`src/rtl/mbox_framer.sv`:
```
module mbox_framer #(
  parameter int MAX_LEN  = 256,
  parameter int PAD_LOG2 = 7,
  localparam int LW = $clog2(MAX_LEN + 1),
  localparam int AW = $clog2(MAX_LEN),
  localparam int CW = $clog2(MAX_LEN + 6 + (1 << PAD_LOG2))
) (
  input  logic          clk,
  input  logic          rst_n,
  input  logic          start,
  input  logic [7:0]    ep_id,
  input  logic [7:0]    flags_in,
  input  logic [15:0]   ctrl_in,
  input  logic [LW-1:0] pay_len,
  output logic [AW-1:0] pay_addr,
  input  logic [7:0]    pay_data,
  input  logic          fifo_full,
  output logic          fifo_wr,
  output logic [7:0]    fifo_data,
  output logic          busy,
  output logic          done
);
  localparam int PAD = 1 << PAD_LOG2;

  logic [7:0]    ep_q, fl_q;
  logic [15:0]   ct_q;
  logic [LW-1:0] len_q;
  logic [CW-1:0] pos;
  logic [CW-1:0] span, total, pay_end;
  logic          last;

  assign span     = CW'(len_q) + CW'(6 + PAD - 1);
  assign total    = {span[CW-1:PAD_LOG2], {PAD_LOG2{1'b0}}};
  assign pay_end  = CW'(len_q) + CW'(6);
  assign last     = (pos == total - CW'(1));
  assign fifo_wr  = busy & ~fifo_full;
  assign pay_addr = AW'(pos - CW'(6));

  always_comb begin
    case (pos)
      CW'(0):  fifo_data = ep_q;
      CW'(1):  fifo_data = fl_q;
      CW'(2):  fifo_data = 8'(16'(len_q));
      CW'(3):  fifo_data = 8'(16'(len_q) >> 8);
      CW'(4):  fifo_data = ct_q[7:0];
      CW'(5):  fifo_data = ct_q[15:8];
      default: fifo_data = (pos < pay_end) ? pay_data : 8'h00;
    endcase
  end

  always_ff @(posedge clk or negedge rst_n) begin
    if (!rst_n) begin
      busy  <= 1'b0;
      done  <= 1'b0;
      pos   <= '0;
      ep_q  <= '0;
      fl_q  <= '0;
      ct_q  <= '0;
      len_q <= '0;
    end else begin
      done <= 1'b0;
      if (!busy) begin
        if (start) begin
          busy  <= 1'b1;
          pos   <= '0;
          ep_q  <= ep_id;
          fl_q  <= flags_in;
          ct_q  <= ctrl_in;
          len_q <= pay_len;
        end
      end else if (fifo_wr) begin
        if (last) begin
          busy <= 1'b0;
          done <= 1'b1;
        end else begin
          pos <= pos + CW'(1);
        end
      end
    end
  end
endmodule


```
`config.mk`:
```
export PLATFORM = sky130hd
export DESIGN_NAME = mbox_framer
export DESIGN_NICKNAME = d
export VERILOG_FILES = /design/src/rtl/mbox_framer.sv
export SDC_FILE = /design/constraint.sdc
export NUM_CORES = 1
export LEC_CHECK = 0
export ABC_AREA = 1
export BUFFER_PORTS_ARGS = -buffer_cell sky130_fd_sc_hd__buf_2
export CORE_ASPECT_RATIO = 1.25
export CORE_MARGIN = 3
export CORE_UTILIZATION = 55
export CTS_CLUSTER_SIZE = 30
export DETAILED_ROUTE_END_ITERATION = 10
export PLACE_DENSITY = 0.91
export SETUP_SLACK_MARGIN = 0.4
export SLEW_MARGIN = 20
export SYNTH_ARGS = -nofsm -noshare
export SYNTH_HDL_FRONTEND = slang
export SYNTH_SLANG_ARGS = --single-unit
```
`constraint.sdc`:
```
create_clock -name clk -period 4.9 [get_ports clk]
set_input_delay 0.98 -clock clk [delete_from_list [all_inputs] [get_ports clk]]
set_output_delay 0.98 -clock clk [all_outputs]
set_load 0.02 [all_outputs]
```
==> qor.tcl <==
set qor(run_status) {completed}
set qor(holdCritStartpoint) {ct_q[3]}
set qor(critical_path_required_ns) 3.92
set qor(io_buffer_count) 71
set qor(power_mw) 1.64
set qor(worstPathArrival_ns) 2.75
set qor(grtUsageTotal) 0.235
set qor(fmax_ghz) 0.268
set qor(drc_errors) 0
set qor(cts.htree.levels) 2
set qor(die_area_sq_um) 6800
set qor(detailed_router_s_first_iteration_violation_count) 215
set qor(postRouteWirelength_microns) 7450
set qor(num-nets-final) 535
set qor(core_area_sq_um) 5560
set qor(clk-insertion-delay-late_ns) 0.30
set qor(drv_slew) 0
set qor(most_area_hungry_cell_type_in_the_yosys_netlist) {sky130_fd_sc_hd__dfrtp_1}
set qor(vdd.ir_drop.worst_mv) 0.275
set qor(ctsResizeCount) 0
set qor(regToRegStartpoint) {busy}
set qor(period_minus_slack_ns) 3.73
set qor(syn_to_final_growth_pct) 15.7
set qor(setup.worst_path.class) {register to output pin}
set qor(placed_cells_incl_taps) 524
set qor(synth-seq-cells) 52
set qor(syn_nets) 465
set qor(syn_avg_cell_area_sq_um) 8.09
set qor(critPathMaxFanout) 8
set qor(route.antenna.remaining_nets) 0
set qor(grt_max_degree) 54
set qor(first_global_vias) 2774
set qor(power-per-cell-area_nw_per_um2) 441
set qor(routedWlPerCell_microns) 14.0
set qor(yosysSeqAreaShare) 0.405
set qor(worst_setup_hold_path_clk_slew_ns) 0.09
set qor(routed-via-count) 2853
set qor(grt_first_pass_wirelength_microns) 12500
set qor(synth_common_cells) {sky130_fd_sc_hd__nand2_1 (86), sky130_fd_sc_hd__nor2_1 (55), sky130_fd_sc_hd__dfrtp_1 (52)}
set qor(hpwlAfterDp_microns) 5630
set qor(ys_dominant_reg_cell) {sky130_fd_sc_hd__dfrtp_1}
set qor(synth_area_sq_um) 3210
set qor(timing.final.setup_violations) 0
set qor(timing.final.crit_share) 0.761
set qor(drt-vias-per-instance) 5.36
set qor(most_common_cell_in_the_synthesized_netlist) {sky130_fd_sc_hd__nand2_1}
set qor(post_route_cells_drive_above_1_share) 0.259
set qor(stdcell_count) 532
set qor(ff2ff_setup_slack_ns) 2.46
set qor(cp-end-kind) {output pin}
set qor(synthesis.instances) 397
set qor(synth_area_leaders) {sky130_fd_sc_hd__dfrtp_1 (41%), sky130_fd_sc_hd__nand2_1 (10%), sky130_fd_sc_hd__mux2_2 (7.4%), sky130_fd_sc_hd__nor2_1 (6.4%), sky130_fd_sc_hd__ha_1 (5.8%)}
set qor(min_path_type) {register to register}
set qor(buffer_type_at_the_clock_tree_root) {sky130_fd_sc_hd__clkbuf_8}
set qor(synth_enable_flop_cells) 0
set qor(async_flop_share) 1.00
set qor(cts_sink_cnt) 52
set qor(cts_tree) {yes}
set qor(cellLeakagePower_nw) 2.03
set qor(num_io_pins) 72
set qor(floorplan.initialDensity) 0.578
set qor(yosysWarningCount) 0
set qor(overall_die_width_microns) 74.3
set qor(overflow) 0
set qor(die_y_microns) 91.4
set qor(cp-start-kind) {register}
set qor(cap_viol_max_count) 0
set qor(finalHoldViolations) 0
set qor(ys_types) 29
set qor(tns_ns) 0
set qor(clock_tree.buffer_depth) 2
set qor(antenna_found_initial) 0
set qor(synth_top_area_share) 0.405
set qor(timing.slew.headroom) 0.376
set qor(place.gp.congestion) 0.970
set qor(buffers_inserted_by_post_cts_timing_repair) 0
set qor(utilization) 0.669
set qor(finalClockSkew_ns) 0.00856
set qor(diodes) 0
set qor(worst_pin_slew_ns) 0.933
set qor(cts_made_buffers) 5
set qor(cts_hold_buffers) 0
set qor(crit_path_start) {len_q[3]}
set qor(core.rowCount) 30
set qor(dr.pass1.iters) 5
set qor(grt_setup_unrepaired) {no}
==> layout by cell type (no fill, tap or decap), types with 5 or more instances in the layout <==
cell type / instances
sky130_fd_sc_hd__xor2_1: 14
sky130_fd_sc_hd__inv_1: 44
sky130_fd_sc_hd__nor2_1: 55
sky130_fd_sc_hd__o22ai_1: 7
sky130_fd_sc_hd__a21oi_1: 26
sky130_fd_sc_hd__buf_2: 71
sky130_fd_sc_hd__nand2_1: 86
sky130_fd_sc_hd__ha_1: 15
sky130_fd_sc_hd__dfrtp_1: 52
sky130_fd_sc_hd__mux2_2: 21
sky130_fd_sc_hd__o21ai_0: 5
sky130_fd_sc_hd__nand3_1: 28
sky130_fd_sc_hd__clkbuf_8: 5
==> cells by family (layout without fill, tap and decap cells) <==
family                   count (synthesis)  count (layout)  synth area share
AO/OA/AOI/OAI                           44              44            0.0764
multiplexers                            21              21            0.0737
XOR/XNOR                                16              16            0.0436
adder cells (fa/ha/maj)                 15              15            0.0585
buffers and inverters                   59             130            0.0737
AND/OR/NAND/NOR                        190             190             0.269
flip-flops                              52              52             0.405
==> metal layers <==
metal | routed length, microns | share of wire | GRT usage
met2 | 3790 | 0.51 | 0.386
met5 | 0 | 0 | 0
met3 | 393 | 0.053 | 0.0432
met1 | 2980 | 0.40 | 0.292
met4 | 276 | 0.037 | 0.108
==> final timing paths <==
kind / end / cells past startpoint
worst min register to register: ct_q[3] / 1
max in group asynchronous: len_q[8] / 2
worst max-delay path: fifo_data[0] / 13
min in group asynchronous: pos[6] / 2
worst min-delay path: ct_q[3] / 1
worst max register to register: ct_q[13] / 4
==> layout make-up <==
type / count / area [sq um]
inverter: 49 / 184
multi-input combinational: 286 / 1670
tap: 64 / 80.1
fill: 452 / 1840
sequential: 52 / 1300
timing repair buffer: 73 / 370
clock buffer: 6 / 72.6
clock inverter: 2 / 35.0
==> worst max-delay path, stage by stage (launching register included) <==
cell                      delay [ns]
sky130_fd_sc_hd__dfrtp_1        0.46
sky130_fd_sc_hd__nand2_1        0.13
sky130_fd_sc_hd__nor2_4         0.15
sky130_fd_sc_hd__nand2_2        0.09
sky130_fd_sc_hd__nor2_1         0.12
sky130_fd_sc_hd__xor2_1         0.16
sky130_fd_sc_hd__ha_1           0.26
sky130_fd_sc_hd__a21oi_1        0.17
sky130_fd_sc_hd__o21a_1         0.14
sky130_fd_sc_hd__nand3_1        0.26
sky130_fd_sc_hd__nor2_1         0.20
sky130_fd_sc_hd__nand2_1        0.08
sky130_fd_sc_hd__nand2_1        0.07
sky130_fd_sc_hd__buf_2          0.16
==> report_power, final <==
group	leakage [nW]	switching, mW	internal (mW)	total [mW]
clock network	0.0552	0.136	0.152	0.288
registers	0.614	0.0687	0.477	0.545
logic	1.37	0.523	0.281	0.804
==> state kept, by name (all words and copies together), names as in the netlist <==
signal / count
ct_q: 16
done: 1
len_q: 9
pos: 9
ep_q: 8
busy: 1
fl_q: 8
==> through the flow <==
stage | instance area (sq um) | hold WS [ns] | setup WS [ns]
after global placement | 3610 | 0.489 | 1.69
after CTS | 3720 | 0.519 | 1.19
after global routing | 3720 | 0.537 | 0.904
after detailed placement | 3610 | 0.499 | 1.58
after floorplan | 3210 | 0.478 | 1.92
final | 3720 | 0.517 | 1.17
Note: power is estimated with default switching activity, not from simulation.
